<file path="config.mk">
export PLATFORM = sky130hd
export DESIGN_NAME = vspg_top
export DESIGN_NICKNAME = d
export VERILOG_FILES = /design/src/rtl/vspg_pkg.sv /design/src/rtl/vspg_line_timer.sv /design/src/rtl/vspg_raw_track.sv /design/src/rtl/vspg_pulse_decode.sv /design/src/rtl/vspg_top.sv
export SDC_FILE = /design/constraint.sdc
export NUM_CORES = 1
export LEC_CHECK = 0
export ABC_AREA = 1
export BUFFER_PORTS_ARGS = -buffer_cell sky130_fd_sc_hd__buf_2
export CORE_MARGIN = 1
export CORE_UTILIZATION = 43
export CTS_CLUSTER_DIAMETER = 120
export CTS_CLUSTER_SIZE = 28
export DETAILED_ROUTE_END_ITERATION = 16
export GPL_TIMING_DRIVEN = 0
export PLACE_DENSITY = 0.65
export SLEW_MARGIN = 20
export SYNTH_ARGS = -nofsm -noshare
export SYNTH_HDL_FRONTEND = slang
export SYNTH_SLANG_ARGS = --single-unit
</file>
<file path="constraint.sdc">
create_clock -name clk -period 4.26 [get_ports clk]
set_input_delay 0.852 -clock clk [delete_from_list [all_inputs] [get_ports clk]]
set_output_delay 0.852 -clock clk [all_outputs]
set_load 0.03 [all_outputs]
</file>
<file path="src/rtl/vspg_pkg.sv">
package vspg_pkg;
  typedef struct packed {
    logic csync;
    logic hblank;
    logic vblank;
    logic sclamp;
    logic burst;
  } vspg_act_t;
endpackage

</file>
<file path="src/rtl/vspg_line_timer.sv">
module vspg_line_timer #(
  parameter int PIX_W      = 11,
  parameter int NTSC_PIX   = 858,
  parameter int PAL_PIX    = 864,
  parameter int NTSC_LINES = 525,
  parameter int PAL_LINES  = 625,
  localparam int CNT_W     = PIX_W + 1,
  localparam int MAX_LINES = (NTSC_LINES > PAL_LINES) ? NTSC_LINES : PAL_LINES,
  localparam int LINE_W    = $clog2(MAX_LINES)
) (
  input  logic              clk,
  input  logic              rst_n,
  input  logic              line_start,
  input  logic              std_pal,
  input  logic [PIX_W-1:0]  pix_len,
  output logic [CNT_W-1:0]  pos,
  output logic [CNT_W-1:0]  ticks,
  output logic [LINE_W-1:0] line
);
  localparam logic [CNT_W-1:0] BASE_T  = CNT_W'(1 << (PIX_W - 1));
  localparam logic [CNT_W-1:0] NTSC_T  = CNT_W'(2 * NTSC_PIX);
  localparam logic [CNT_W-1:0] PAL_T   = CNT_W'(2 * PAL_PIX);
  localparam logic [LINE_W-1:0] NTSC_L = LINE_W'(NTSC_LINES - 1);
  localparam logic [LINE_W-1:0] PAL_L  = LINE_W'(PAL_LINES - 1);

  logic [LINE_W-1:0] last_line;
  logic              wrap;

  always_comb begin
    if (pix_len == '0) ticks = std_pal ? PAL_T : NTSC_T;
    else               ticks = {1'b0, pix_len} + BASE_T;
    last_line = std_pal ? PAL_L : NTSC_L;
    wrap      = line_start || (pos >= ticks - CNT_W'(1));
  end

  always_ff @(posedge clk) begin
    if (!rst_n) begin
      pos  <= '0;
      line <= '0;
    end else if (wrap) begin
      pos  <= '0;
      line <= (line >= last_line) ? '0 : line + LINE_W'(1);
    end else begin
      pos <= pos + CNT_W'(1);
    end
  end

  assert_wrap_R1: assert property (@(posedge clk) disable iff (!rst_n)
    (pos >= ticks - CNT_W'(1)) |=> (pos == '0));
  assert_restart_R11: assert property (@(posedge clk) disable iff (!rst_n)
    line_start |=> (pos == '0));
  assert_step_R1: assert property (@(posedge clk) disable iff (!rst_n)
    (!line_start && (pos < ticks - CNT_W'(1))) |=> (pos == $past(pos) + CNT_W'(1)));
endmodule

</file>
<file path="src/rtl/vspg_raw_track.sv">
module vspg_raw_track #(
  parameter int CLAMP_OFS = 16,
  parameter int CLAMP_W   = 64,
  localparam int RMAX     = CLAMP_OFS + CLAMP_W,
  localparam int RAW_W    = $clog2(RMAX + 1)
) (
  input  logic clk,
  input  logic rst_n,
  input  logic raw_sync,
  output logic raw_q,
  output logic raw_clamp
);
  localparam logic [RAW_W-1:0] R_MAX = RAW_W'(RMAX);
  localparam logic [RAW_W-1:0] R_OFS = RAW_W'(CLAMP_OFS);

  logic             raw_d;
  logic [RAW_W-1:0] rcnt;
  logic             rise;

  assign rise      = raw_q && !raw_d;
  assign raw_clamp = (rcnt >= R_OFS) && (rcnt < R_MAX);

  always_ff @(posedge clk) begin
    if (!rst_n) begin
      raw_q <= 1'b0;
      raw_d <= 1'b0;
      rcnt  <= R_MAX;
    end else begin
      raw_q <= raw_sync;
      raw_d <= raw_q;
      if (rise)               rcnt <= '0;
      else if (rcnt != R_MAX) rcnt <= rcnt + RAW_W'(1);
    end
  end

  assert_edge_restart_R8: assert property (@(posedge clk) disable iff (!rst_n)
    rise |=> (rcnt == '0));
  assert_saturate_R8: assert property (@(posedge clk) disable iff (!rst_n)
    (!rise && rcnt == R_MAX) |=> (rcnt == R_MAX));
endmodule

</file>
<file path="src/rtl/vspg_pulse_decode.sv">
module vspg_pulse_decode
  import vspg_pkg::*;
#(
  parameter int CNT_W       = 12,
  parameter int LINE_W      = 10,
  parameter int SYNC_W      = 128,
  parameter int CLAMP_OFS   = 16,
  parameter int CLAMP_W     = 64,
  parameter int BURST_OFS   = 152,
  parameter int BURST_SHORT = 64,
  parameter int BURST_LONG  = 128,
  parameter int HBLANK_W    = 280,
  parameter int FRONT_W     = 24,
  parameter int VBL_SHORT   = 9,
  parameter int VBL_LONG    = 16,
  parameter int VS_FIRST    = 3,
  parameter int VS_LAST     = 5
) (
  input  logic [CNT_W-1:0]  pos,
  input  logic [CNT_W-1:0]  ticks,
  input  logic [LINE_W-1:0] line,
  input  logic              vbl_long,
  input  logic              burst_long,
  output vspg_act_t         act
);
  localparam logic [CNT_W-1:0]  SYNC_T  = CNT_W'(SYNC_W);
  localparam logic [CNT_W-1:0]  CL_S    = CNT_W'(CLAMP_OFS);
  localparam logic [CNT_W-1:0]  CL_E    = CNT_W'(CLAMP_OFS + CLAMP_W);
  localparam logic [CNT_W-1:0]  BU_S    = CNT_W'(BURST_OFS);
  localparam logic [CNT_W-1:0]  BU_ES   = CNT_W'(BURST_OFS + BURST_SHORT);
  localparam logic [CNT_W-1:0]  BU_EL   = CNT_W'(BURST_OFS + BURST_LONG);
  localparam logic [CNT_W-1:0]  HB_T    = CNT_W'(HBLANK_W);
  localparam logic [CNT_W-1:0]  FP_T    = CNT_W'(FRONT_W);
  localparam logic [LINE_W-1:0] VB_S    = LINE_W'(VBL_SHORT);
  localparam logic [LINE_W-1:0] VB_L    = LINE_W'(VBL_LONG);
  localparam logic [LINE_W-1:0] VS_A    = LINE_W'(VS_FIRST);
  localparam logic [LINE_W-1:0] VS_B    = LINE_W'(VS_LAST);

  logic vs_line;

  always_comb begin
    vs_line    = (line >= VS_A) && (line <= VS_B);
    act.csync  = vs_line ? (pos < ticks - SYNC_T) : (pos < SYNC_T);
    act.hblank = (pos < HB_T) || (pos >= ticks - FP_T);
    act.vblank = line < (vbl_long ? VB_L : VB_S);
    act.sclamp = (pos >= CL_S) && (pos < CL_E);
    act.burst  = (pos >= BU_S) && (pos < (burst_long ? BU_EL : BU_ES));
  end
endmodule

</file>
<file path="src/rtl/vspg_top.sv">
module vspg_top
  import vspg_pkg::*;
#(
  parameter int PIX_W       = 11,
  parameter int NTSC_PIX    = 858,
  parameter int PAL_PIX     = 864,
  parameter int NTSC_LINES  = 525,
  parameter int PAL_LINES   = 625,
  parameter int SYNC_W      = 128,
  parameter int CLAMP_OFS   = 16,
  parameter int CLAMP_W     = 64,
  parameter int BURST_OFS   = 152,
  parameter int BURST_SHORT = 64,
  parameter int BURST_LONG  = 128,
  parameter int HBLANK_W    = 280,
  parameter int FRONT_W     = 24,
  parameter int VBL_SHORT   = 9,
  parameter int VBL_LONG    = 16,
  parameter int VS_FIRST    = 3,
  parameter int VS_LAST     = 5
) (
  input  logic             clk,
  input  logic             rst_n,
  input  logic             raw_sync,
  input  logic             line_start,
  input  logic             std_pal,
  input  logic [PIX_W-1:0] pix_len,
  input  logic             vbl_long,
  input  logic             burst_long,
  input  logic             csync_src_raw,
  input  logic             clamp_src_raw,
  input  logic             pol_csync,
  input  logic             pol_blank,
  input  logic             pol_clamp,
  output logic             csync_out,
  output logic             hblank_out,
  output logic             vblank_out,
  output logic             sclamp_out,
  output logic             burst_out
);
  localparam int CNT_W     = PIX_W + 1;
  localparam int MAX_LINES = (NTSC_LINES > PAL_LINES) ? NTSC_LINES : PAL_LINES;
  localparam int LINE_W    = $clog2(MAX_LINES);

  logic [CNT_W-1:0]  pos, ticks;
  logic [LINE_W-1:0] line;
  logic              raw_q, raw_clamp;
  vspg_act_t         regen, sel;
  logic              past_ok;

  vspg_line_timer #(
    .PIX_W(PIX_W), .NTSC_PIX(NTSC_PIX), .PAL_PIX(PAL_PIX),
    .NTSC_LINES(NTSC_LINES), .PAL_LINES(PAL_LINES)
  ) u_timer (
    .clk(clk), .rst_n(rst_n), .line_start(line_start), .std_pal(std_pal),
    .pix_len(pix_len), .pos(pos), .ticks(ticks), .line(line)
  );

  vspg_raw_track #(.CLAMP_OFS(CLAMP_OFS), .CLAMP_W(CLAMP_W)) u_raw (
    .clk(clk), .rst_n(rst_n), .raw_sync(raw_sync),
    .raw_q(raw_q), .raw_clamp(raw_clamp)
  );

  vspg_pulse_decode #(
    .CNT_W(CNT_W), .LINE_W(LINE_W), .SYNC_W(SYNC_W),
    .CLAMP_OFS(CLAMP_OFS), .CLAMP_W(CLAMP_W), .BURST_OFS(BURST_OFS),
    .BURST_SHORT(BURST_SHORT), .BURST_LONG(BURST_LONG),
    .HBLANK_W(HBLANK_W), .FRONT_W(FRONT_W), .VBL_SHORT(VBL_SHORT),
    .VBL_LONG(VBL_LONG), .VS_FIRST(VS_FIRST), .VS_LAST(VS_LAST)
  ) u_decode (
    .pos(pos), .ticks(ticks), .line(line), .vbl_long(vbl_long),
    .burst_long(burst_long), .act(regen)
  );

  always_comb begin
    sel        = regen;
    sel.csync  = csync_src_raw ? raw_q : regen.csync;
    sel.sclamp = clamp_src_raw ? raw_clamp : regen.sclamp;
  end

  always_ff @(posedge clk) begin
    if (!rst_n) begin
      csync_out  <= ~pol_csync;
      hblank_out <= ~pol_blank;
      vblank_out <= ~pol_blank;
      sclamp_out <= ~pol_clamp;
      burst_out  <= ~pol_clamp;
      past_ok    <= 1'b0;
    end else begin
      csync_out  <= sel.csync  ~^ pol_csync;
      hblank_out <= sel.hblank ~^ pol_blank;
      vblank_out <= sel.vblank ~^ pol_blank;
      sclamp_out <= sel.sclamp ~^ pol_clamp;
      burst_out  <= sel.burst  ~^ pol_clamp;
      past_ok    <= 1'b1;
    end
  end

  assert_raw_csync_R7: assert property (@(posedge clk) disable iff (!rst_n)
    (past_ok && $past(csync_src_raw) && $stable(pol_csync))
      |-> (csync_out == ($past(raw_q) ~^ pol_csync)));
  assert_vblank_level_R6: assert property (@(posedge clk) disable iff (!rst_n)
    (past_ok && $stable(pol_blank) && $stable(vbl_long) && $past(line) >= LINE_W'(VBL_LONG))
      |-> (vblank_out == ~pol_blank));
  assert_clamp_burst_apart_R5: assert property (@(posedge clk) disable iff (!rst_n)
    (past_ok && $stable(pol_clamp) && !$past(clamp_src_raw))
      |-> !((sclamp_out == pol_clamp) && (burst_out == pol_clamp)));
endmodule

</file>
== After elaboration in Yosys (flattened, before gate mapping) ==
Cells that the tools add are included.
Cells by class
  $add $sub $neg: 7
  order comparisons: 15
  eq/ne operators: 1
  mux-type cells: 16
  bitwise operators: 9
  reductions and logical operators: 12
Operators by type and width (number)
  7-bit 2-to-1 mux: 4
  12-bit >= comparator: 2
  12-bit < comparator: 2
  11-bit by 11-bit adder with 12-bit output, second input constant: 1
  12-bit by 1-bit adder with 12-bit output, second input constant: 1
  12-bit by 5-bit >= comparator with 1-bit output, second input constant: 1
  12-bit by 8-bit >= comparator with 1-bit output, second input constant: 1
  12-bit by 7-bit < comparator with 1-bit output, second input constant: 1
  12-bit by 8-bit < comparator with 1-bit output, second input constant: 1
  12-bit by 9-bit < comparator with 1-bit output, second input constant: 1
  12-bit 2-to-1 mux: 1
  12-bit by 1-bit subtractor with 12-bit output, second input constant: 1
  12-bit by 5-bit subtractor with 12-bit output, second input constant: 1
  12-bit by 8-bit subtractor with 12-bit output, second input constant: 1
  11-bit logical NOT: 1
  10-bit by 1-bit adder with 10-bit output, second input constant: 1
  10-bit >= comparator: 1
  10-bit by 2-bit >= comparator with 1-bit output, second input constant: 1
  10-bit by 3-bit less-or-equal comparator with 1-bit output, second input constant: 1
  10-bit < comparator: 1
  10-bit 2-to-1 mux: 1
  9-bit 2-to-1 mux: 1
  1-bit 2-to-1 mux: 8
  7-bit by 1-bit adder with 7-bit output, second input constant: 1
  11 further kinds: 24
Word-level totals
  flip-flop bits (word level): 36
  output and inout port bits: 5
  logic and storage cells: 71

== Longest topological paths before layout ==
Gate-level depths: netlist (run 1).
  depth in word-level cells: 8
  mapped depth: 27
  depth with buffers taken out: 27

== Cells and area by module ==
A second synthesis (run 1) with hierarchy kept.
Unflattened totals
  cells, all modules: 579
  area, all modules: 3721.1 µm²
By module, submodules not included
  vspg_line_timer: instances 1, cells an instance 307, area each 1991.9 µm², sequential area each 440.4 µm²
  vspg_pulse_decode: instances 1, cells an instance 173, area each 1061.0 µm², sequential area each 0.0 µm²
  vspg_raw_track: instances 1, cells an instance 59, area each 421.7 µm², sequential area each 180.2 µm²
  vspg_top: instances 1, cells an instance 40, area each 246.5 µm², sequential area each 100.1 µm²

== Least setup slack after synthesis (run 1) ==
No wires, ideal clock.
  path type: input-to-reg
  from: input pix_len[0]
  to: register u_timer.line[1]
  library setup time: 126 ps
  data arrival time: 3309 ps
  required time: 4134 ps
  slack: 826 ps
  stages on the path: 26
  buffers on the path: 1
  path through: inv_1 > ha_1 > nand2_2 > nor2_4 > nand2_2 > nand2_1 > inv_2 > ha_1 > inv_1 > nor3_1 > inv_1 > nor2_1 > nand2_1 > nand2_1 > ha_1 > nand2_1 > inv_1 > nand2_1 > nand3_1 > nor2_1 > nand2_1 > inv_2 > nand2_2 > buf_6 > nand3_1 > o21ai_0
On the way
  word-level cells in the longest chain between the ends: 5
  elaborated cells between the ends (all ways): 6
RTL lines
  start, declared: line vspg_top.sv:27  | input logic [PIX_W-1:0] pix_len,
  11-bit by 11-bit adder with 12-bit output / 11-bit logical NOT (equally long branches): line vspg_line_timer.sv:31, vspg_line_timer.sv:30
  12-bit 2-to-1 mux (*): line vspg_line_timer.sv:30  | if (pix_len == '0) ticks = std_pal ? PAL_T : NTSC_T;
  12-bit by 1-bit subtractor with 12-bit output (*): line vspg_line_timer.sv:33  | wrap = line_start || (pos >= ticks - CNT_W'(1));
  12-bit >= comparator (*): line vspg_line_timer.sv:33
  1-bit logical OR (*): line vspg_line_timer.sv:33
  end signal, assigned: line vspg_line_timer.sv:42  | line <= (line >= last_line) ? '0 : line + LINE_W'(1);
  end, declared: line vspg_line_timer.sv:18  | output logic [LINE_W-1:0] line
Mark *: on every way between the ends. The rest lies on a longest branch, timed or not.
A chain may end at the register's enable or synchronous reset.

== Worst setup path in the final report (run 1) ==
  from: input pix_len[0]
  to: register u_timer.pos[1]
On the way
  word-level cells in the longest chain between the ends: 6
  elaborated cells between the ends (all ways): 7
RTL lines
  11-bit by 11-bit adder with 12-bit output / 11-bit logical NOT (equally long branches): line vspg_line_timer.sv:31, vspg_line_timer.sv:30
  12-bit 2-to-1 mux (*): line vspg_line_timer.sv:30
  12-bit by 1-bit subtractor with 12-bit output (*): line vspg_line_timer.sv:33
  12-bit >= comparator (*): line vspg_line_timer.sv:33
  1-bit logical OR (*): line vspg_line_timer.sv:33
  2-bit OR reduction (no line) (*)
  end signal, assigned: line vspg_line_timer.sv:44  | pos <= pos + CNT_W'(1);
  end, declared: line vspg_line_timer.sv:16  | output logic [CNT_W-1:0] pos,
Marked as above.

==> impl_metrics.py, run 1 <==
metrics = {
    "critical_path": {
        "max_stage_delay_ps": 320,
        "setup.worst_path.end_class": "flip-flop",
        "critical_path_required_time_ps": 4470,
        "worst-endpoint-arrival_ps": 4020,
        "timing.critical_path.buf_inv": 7,
        "timing_worst_setup_path_type": "input pin to flip-flop",
        "critPathLaunchType": "input pin",
        "path_delay_family": "simple AND/OR/NAND/NOR gates",
        "critical-path-top-cell-by-count": "sky130_fd_sc_hd__nand2_1",
        "cpMaxStageDelayCell": "sky130_fd_sc_hd__nor3_1",
        "critical_path_peak_fanout": 10,
    },
    "global_route": {
        "via_count_of_the_first_global_routing_pass": 3013,
        "first_pass_grt_wire_length_um": 13600,
        "gr-usage-all-layers_pct": 19.6,
        "antenna_found_initial": 0,
        "pin_count_of_the_biggest_net_entering_global_routing": 12,
        "globalRouteOverflowTotal": 0,
    },
    "floorplan": {
        "fp-row-count": 32,
        "die_y_um": 93.1,
        "start_util_pct": 45.2,
        "die_x_um": 93.1,
        "core-area_um2": 7890,
        "io_pins": 28,
        "die_area_um2": 8660,
    },
    "status": {
        "status": "completed",
    },
    "worst_hold_path": {
        "holdCritPathClass": "flip-flop to flip-flop",
    },
    "yosys": {
        "synth.distinct_cells": 37,
        "synth_flop_cell": "sky130_fd_sc_hd__dfxtp_1",
        "ys_seq_elements": 36,
        "synth-edff-count": 0,
        "yosysSeqAreaShare_pct": 20.2,
        "synthDominantAreaCellType": "sky130_fd_sc_hd__dfxtp_1",
        "yosys.area.top_type_share_pct": 20.2,
        "syn-num-nets": 625,
        "netlist_area_um2": 3570,
        "avgSynthCellArea_um2": 6.55,
        "synth.yosys.warnings": 0,
        "async_flop_share_pct": 0,
        "cells_taking_the_most_area_after_synthesis": "sky130_fd_sc_hd__dfxtp_1 20%, sky130_fd_sc_hd__ha_1 20%, sky130_fd_sc_hd__nand2_1 14%",
        "postSynthCellCount": 545,
    },
    "clock_tree": {
        "clock_sink_count": 36,
        "clkTransAtPathRegs_ps": 80,
        "postCtsResizedCells": 0,
        "buffer_levels_on_the_longest_clock_path": 2,
        "cts-hold-fix-buffers": 0,
        "later_pin_clock_latency_in_the_skew_report_ps": 290,
        "cts_tree": "yes",
        "htree_levels": 2,
        "postCtsSetupBuffers": 0,
        "cts-buffers-inserted": 5,
        "root_buffer": "sky130_fd_sc_hd__clkbuf_8",
    },
    "sta": {
        "timing.fmax_mhz": 262,
        "finalHoldViolCount": 0,
        "fin_crit_ps": 3810,
        "final.setup.worst_slack_ps": 446,
        "drv_slew": 0,
        "actual_transition_at_the_worst_max_transition_pin_ps": 505,
        "setup_tns_ps": 0,
        "slew_headroom_pct": 66.3,
        "timing.clock.skew_ps": 13.8,
        "setup_viol": 0,
        "rsz0062_at_grt": "no",
        "post-route-period-util_pct": 89.5,
        "worst_slack_on_hold_paths_ps": 435,
    },
    "power_and_ir_drop": {
        "power.density_nw_per_um2": 201,
        "power.ir.vdd_worst_uv": 158,
        "static-leakage-power_nw": 2.02,
    },
    "layout": {
        "post_route_cells_drive_above_1_share_pct": 12.6,
        "layout-area-overhead-vs-synth_pct": 9.75,
        "fillers": 808,
        "antenna_cells_inserted": 0,
        "finish.net_count": 659,
    },
    "routing": {
        "routedWlPerCell_um": 11.6,
        "detail_route.wirelength_um": 7920,
        "initial_drc_count": 136,
        "route.vias.total": 3347,
        "drc": 0,
        "avgViaCountPerCell": 4.91,
        "antenna_left": 0,
        "drt-pass1-iter-count": 5,
    },
    "placement": {
        "port-buffer-count": 27,
        "gp_routability_congestion": 0.878,
        "post-place-ws_ps": 176,
        "detailed_place_hpwl_um": 6460,
    },
    "run": {
        "drv.max_cap_violation_count": 0,
    },
}
==> sequential cells by signal, indices dropped and copies added, names as in the netlist <==
| name | flops |
|---|---|
| burst_out | 1 |
| csync_out | 1 |
| hblank_out | 1 |
| sclamp_out | 1 |
| u_raw.raw_d | 1 |
| u_raw.raw_q | 1 |
| u_raw.rcnt | 7 |
| u_timer.line | 10 |
| u_timer.pos | 12 |
| vblank_out | 1 |
==> routing by layer <==
metal | global-route usage (%) | vias to the layer above | share of wire (%)
met3 | 2.52 | 8 | 3.9
met1 | 26.6 | 1484 | 50
met5 | 0 | - | 0
met4 | 4.23 | 0 | 1.1
met2 | 33.1 | 52 | 45
li1 | - | 1803 | -
==> cells in the mapped netlist (3+ instances only) <==
cell	instances
sky130_fd_sc_hd__o21ai_2	3
sky130_fd_sc_hd__nand4_1	10
sky130_fd_sc_hd__nand2_1	134
sky130_fd_sc_hd__xnor2_1	3
sky130_fd_sc_hd__o21bai_1	3
sky130_fd_sc_hd__ha_1	57
sky130_fd_sc_hd__nand3_1	35
sky130_fd_sc_hd__xor2_1	14
sky130_fd_sc_hd__nand2_4	3
sky130_fd_sc_hd__dfxtp_1	36
sky130_fd_sc_hd__nand3_2	3
sky130_fd_sc_hd__inv_2	7
sky130_fd_sc_hd__o21ai_0	14
sky130_fd_sc_hd__nor2_1	61
sky130_fd_sc_hd__inv_1	84
sky130_fd_sc_hd__a21oi_1	29
sky130_fd_sc_hd__nor3_2	3
sky130_fd_sc_hd__nor2_2	3
sky130_fd_sc_hd__nor3_1	15
sky130_fd_sc_hd__nand2_2	8
==> power by group <==
| part | leakage (nW) | internal [mW] | switching (mW) |
|---|---|---|---|
| sequential | 0.294 | 0.350 | 0.00922 |
| combinational | 1.68 | 0.0653 | 0.117 |
| clock | 0.0424 | 0.117 | 0.127 |
==> layout by cell type (no fill, tap or decap), drive strengths merged <==
master       Yosys  layout
xor2            15      15
nor3            18      18
o21bai           3       3
or2              1       1
nand3b           2       2
clkinv           0       1
nand2          145     145
dlygate4sd3      1       1
o31ai            1       1
dfxtp           36      36
nand4           10      10
clkbuf           1       8
o211ai           2       2
inv             92      92
buf              3      30
nor2            65      65
xnor2            3       3
a21oi           30      30
nor3b            2       2
ha              57      57
a21boi           1       1
nand3           39      39
o21ai           18      18
==> final cells by class <==
cell class                      count  area [um^2]  share of cell area [%]
Multi-Input combinational cell    412         2460                    62.9
Clock buffer                        7         76.3                    1.95
Inverter                           92          348                    8.88
Clock inverter                      1         8.76                   0.224
Sequential cell                    36          721                    18.4
Timing Repair Buffer               27          135                    3.45
Buffer                              5         35.0                   0.895
Tap cell                          102          128                    3.26
==> logic make-up (layout without fill, tap and decap cells) <==
family	count (synthesis)	after routing	share of synthesized area, %
and+or+nand+nor	282	282	35.7
buffers and inverters	97	132	10.7
adders and majority gates	57	57	20.0
AOI/OAI and AO/OA	55	55	8.77
DFF	36	36	20.2
xor gates and xnor gates	18	18	4.63
==> final timing paths <==
path / cells past startpoint / startpoint / slack [ps] / end
worst max-delay path: 25 / pix_len[0] / 450 / u_timer.pos[1]
worst min-delay path: 2 / u_raw.raw_q / 430 / u_raw.raw_d
worst max register to register: 11 / u_timer.pos[7] / 2320 / u_timer.line[4]
worst min register to register: 2 / u_raw.raw_q / 430 / u_raw.raw_d
==> stage by stage <==
stage / std cells / util (%) / cell area (um^2) / total power [mW]
2_1_floorplan: 545 / - / 3570 / 0.499
3_3_place_gp: 674 / 48.6 / 3830 / 0.544
3_5_place_dp: 674 / 48.6 / 3830 / 0.550
4_1_cts: 682 / 49.6 / 3920 / 0.794
5_1_grt: 682 / 49.6 / 3920 / 0.840
6_report: 682 / 49.6 / 3920 / 0.785
==> worst reg2reg max path, stage by stage (launching register included) <==
cell and delay [ps]:
sky130_fd_sc_hd__dfxtp_1 430, sky130_fd_sc_hd__ha_1 370, sky130_fd_sc_hd__nand2_1 50, sky130_fd_sc_hd__inv_1 60, sky130_fd_sc_hd__nand3_1 70, sky130_fd_sc_hd__nor3_1 150
sky130_fd_sc_hd__nand2_1 170, sky130_fd_sc_hd__nand2_2 180, sky130_fd_sc_hd__buf_6 160, sky130_fd_sc_hd__nand3_1 70, sky130_fd_sc_hd__nand2_1 70, sky130_fd_sc_hd__nor2_1 40
No activity file was read; power rests on OpenSTA's default activity.
==> run 2, diff against run 1 <==
GPL_TIMING_DRIVEN = not set   (was 0)
clock period = 3.9 ns   (was 4.26 ns; I/O delays follow)
==> run 2 against run 1 <==
Compared with the run above: sequential power up 9.2%; critical path depth up 1; global-route usage up 0.42 points; sequential share of layout area up 0.059 points; critical path type unchanged; largest power group unchanged.
==> impl_metrics.py, run 2 (synthesis results as in run 1) <==
metrics = {
    "power_and_ir_drop": {
        "static-leakage-power_nw": 2.01,
        "power.ir.vdd_worst_uv": 189,
        "p_sw_uw": 273,
        "power.share.switching_pct": 31.9,
        "power.density_nw_per_um2": 219,
        "power.internal_uw": 581,
        "power.share.combinational_pct": 23.5,
        "sequentialPowerShare_pct": 45.9,
        "p_clk_share_pct": 30.6,
    },
    "clock_tree": {
        "postCtsSetupBuffers": 0,
        "clock_sink_count": 36,
        "postCtsResizedCells": 0,
        "cts_tree": "yes",
        "later_pin_clock_latency_in_the_skew_report_ps": 290,
        "buffer_levels_on_the_longest_clock_path": 2,
        "cts-buffers-inserted": 5,
        "cts-hold-fix-buffers": 0,
        "htree_levels": 2,
        "root_buffer": "sky130_fd_sc_hd__clkbuf_8",
        "clkTransAtPathRegs_ps": 70,
    },
    "layout": {
        "top_register": "u_timer.pos",
        "post_route_cells_drive_above_1_share_pct": 12.6,
        "largest_reg_flops": 12,
        "finish.net_count": 657,
        "layout_top_registers": "u_timer.pos (12), u_timer.line (10), u_raw.rcnt (7)",
        "layout-area-overhead-vs-synth_pct": 9.40,
        "layout_commonest_cell": "sky130_fd_sc_hd__nand2_1",
        "layout.area.seq_um2": 721,
        "antenna_cells_inserted": 0,
        "mostFrequentLayoutCells": "134 x sky130_fd_sc_hd__nand2_1, 84 x sky130_fd_sc_hd__inv_1, 61 x sky130_fd_sc_hd__nor2_1",
        "fillers": 815,
        "multi_input_area_um2": 2460,
    },
    "critical_path": {
        "critPathLaunchType": "input pin",
        "cp-startpoint": "pix_len[0]",
        "rr_startpoint": "u_timer.pos[0]",
        "setup.worst_path.end_class": "flip-flop",
        "critical_path_required_time_ps": 4100,
        "critical_path_peak_fanout": 14,
        "timing_worst_setup_path_type": "input pin to flip-flop",
        "worst-endpoint-arrival_ps": 3690,
    },
    "sta": {
        "setup_viol": 0,
        "finalHoldViolCount": 0,
        "actual_transition_at_the_worst_max_transition_pin_ps": 407,
        "rsz0062_at_grt": "no",
        "worst_slack_on_hold_paths_ps": 431,
        "fin_crit_ps": 3490,
        "post-route-period-util_pct": 89.5,
        "drv_slew": 0,
        "setup_tns_ps": 0,
        "timing.clock.skew_ps": 16.9,
        "timing.fmax_mhz": 287,
        "final.setup.worst_slack_ps": 410,
        "slew_headroom_pct": 72.8,
    },
    "floorplan": {
        "die_x_um": 93.1,
        "io_pins": 28,
        "die_area_um2": 8660,
        "fp-row-count": 32,
        "die_y_um": 93.1,
        "start_util_pct": 45.2,
        "core-area_um2": 7890,
    },
    "global_route": {
        "antenna_found_initial": 0,
        "pin_count_of_the_biggest_net_entering_global_routing": 16,
        "globalRouteOverflowTotal": 0,
        "gr-usage-all-layers_pct": 20.0,
        "met2_global_route_usage_pct": 33.5,
        "busiest_layer": "met2",
        "via_count_of_the_first_global_routing_pass": 3192,
        "gr-usage-met1_pct": 27.2,
        "first_pass_grt_wire_length_um": 14000,
        "gr-usage-met3_pct": 2.36,
    },
    "placement": {
        "port-buffer-count": 27,
        "gp_routability_congestion": 0.914,
        "post-place-ws_ps": 144,
        "detailed_place_hpwl_um": 6590,
    },
    "worst_hold_path": {
        "hold_path_startpoint": "u_raw.raw_q",
        "holdCritPathClass": "flip-flop to flip-flop",
    },
    "routing": {
        "route.vias.total": 3375,
        "drt-pass1-iter-count": 5,
        "routedWlPerCell_um": 11.7,
        "antenna_left": 0,
        "avgViaCountPerCell": 4.96,
        "drc": 0,
        "detail_route.wirelength_um": 7950,
        "initial_drc_count": 173,
    },
    "status": {
        "status": "completed",
    },
    "run": {
        "drv.max_cap_violation_count": 0,
    },
}
==> run 2: layout make-up <==
type                       instances  area share, %
multi-input combinational        412           63.1
inverter                          92           8.91
sequential                        36           18.5
clock inverter                     1          0.224
clock buffer                       7           1.96
timing repair buffer              30           4.04
tap                              102           3.27
==> run 2: power by group through the flow <==
stage | registers, mW | logic [mW] | clock network (mW)
after floorplan | 0.409 | 0.136 | 0
after global placement | 0.400 | 0.196 | 0
after detailed placement | 0.401 | 0.201 | 0
after CTS | 0.392 | 0.202 | 0.270
after global routing | 0.394 | 0.231 | 0.287
final | 0.392 | 0.200 | 0.262
==> run 2: critical path, cell delays in order <==
cell and delay [ps]:
sky130_fd_sc_hd__buf_2 90, sky130_fd_sc_hd__inv_1 50, sky130_fd_sc_hd__ha_1 210, sky130_fd_sc_hd__nand2_2 90, sky130_fd_sc_hd__nor2_4 50, sky130_fd_sc_hd__nand2_2 110
sky130_fd_sc_hd__nand2_1 120, sky130_fd_sc_hd__inv_2 100, sky130_fd_sc_hd__ha_1 150, sky130_fd_sc_hd__inv_1 80, sky130_fd_sc_hd__nor3_1 280, sky130_fd_sc_hd__inv_1 100
sky130_fd_sc_hd__nor2_1 110, sky130_fd_sc_hd__nand2_1 60, sky130_fd_sc_hd__nand2_1 60, sky130_fd_sc_hd__ha_1 230, sky130_fd_sc_hd__nand2_1 100, sky130_fd_sc_hd__inv_1 70
sky130_fd_sc_hd__nand2_1 60, sky130_fd_sc_hd__nand3_1 60, sky130_fd_sc_hd__nor2_1 80, sky130_fd_sc_hd__nand2_1 60, sky130_fd_sc_hd__inv_2 100, sky130_fd_sc_hd__nand3_2 80
sky130_fd_sc_hd__buf_4 200, sky130_fd_sc_hd__nor3b_1 200
==> run 2: stage by stage <==
stage	util, %	area, um^2	std cells	total power, mW
after floorplan	-	3570	545	0.545
after global placement	48.4	3820	672	0.596
after detailed placement	48.4	3820	672	0.602
after CTS	49.5	3900	680	0.864
after global routing	49.5	3900	680	0.912
final	49.5	3900	680	0.854
==> run 2: worst paths after layout <==
check                          to  slack [ps]  cells past startpoint
hold / removal        u_raw.raw_d         430                      2
setup / recovery  u_timer.pos[11]         410                     26
hold reg to reg       u_raw.raw_d         430                      2
setup reg to reg  u_timer.pos[11]        2010                     10
==> run 2: layer usage <==
metal,share of wire (%),routed length (um)
met5,0,0
met4,1.3,103
met3,3.5,278
met2,44,3520
met1,51,4050
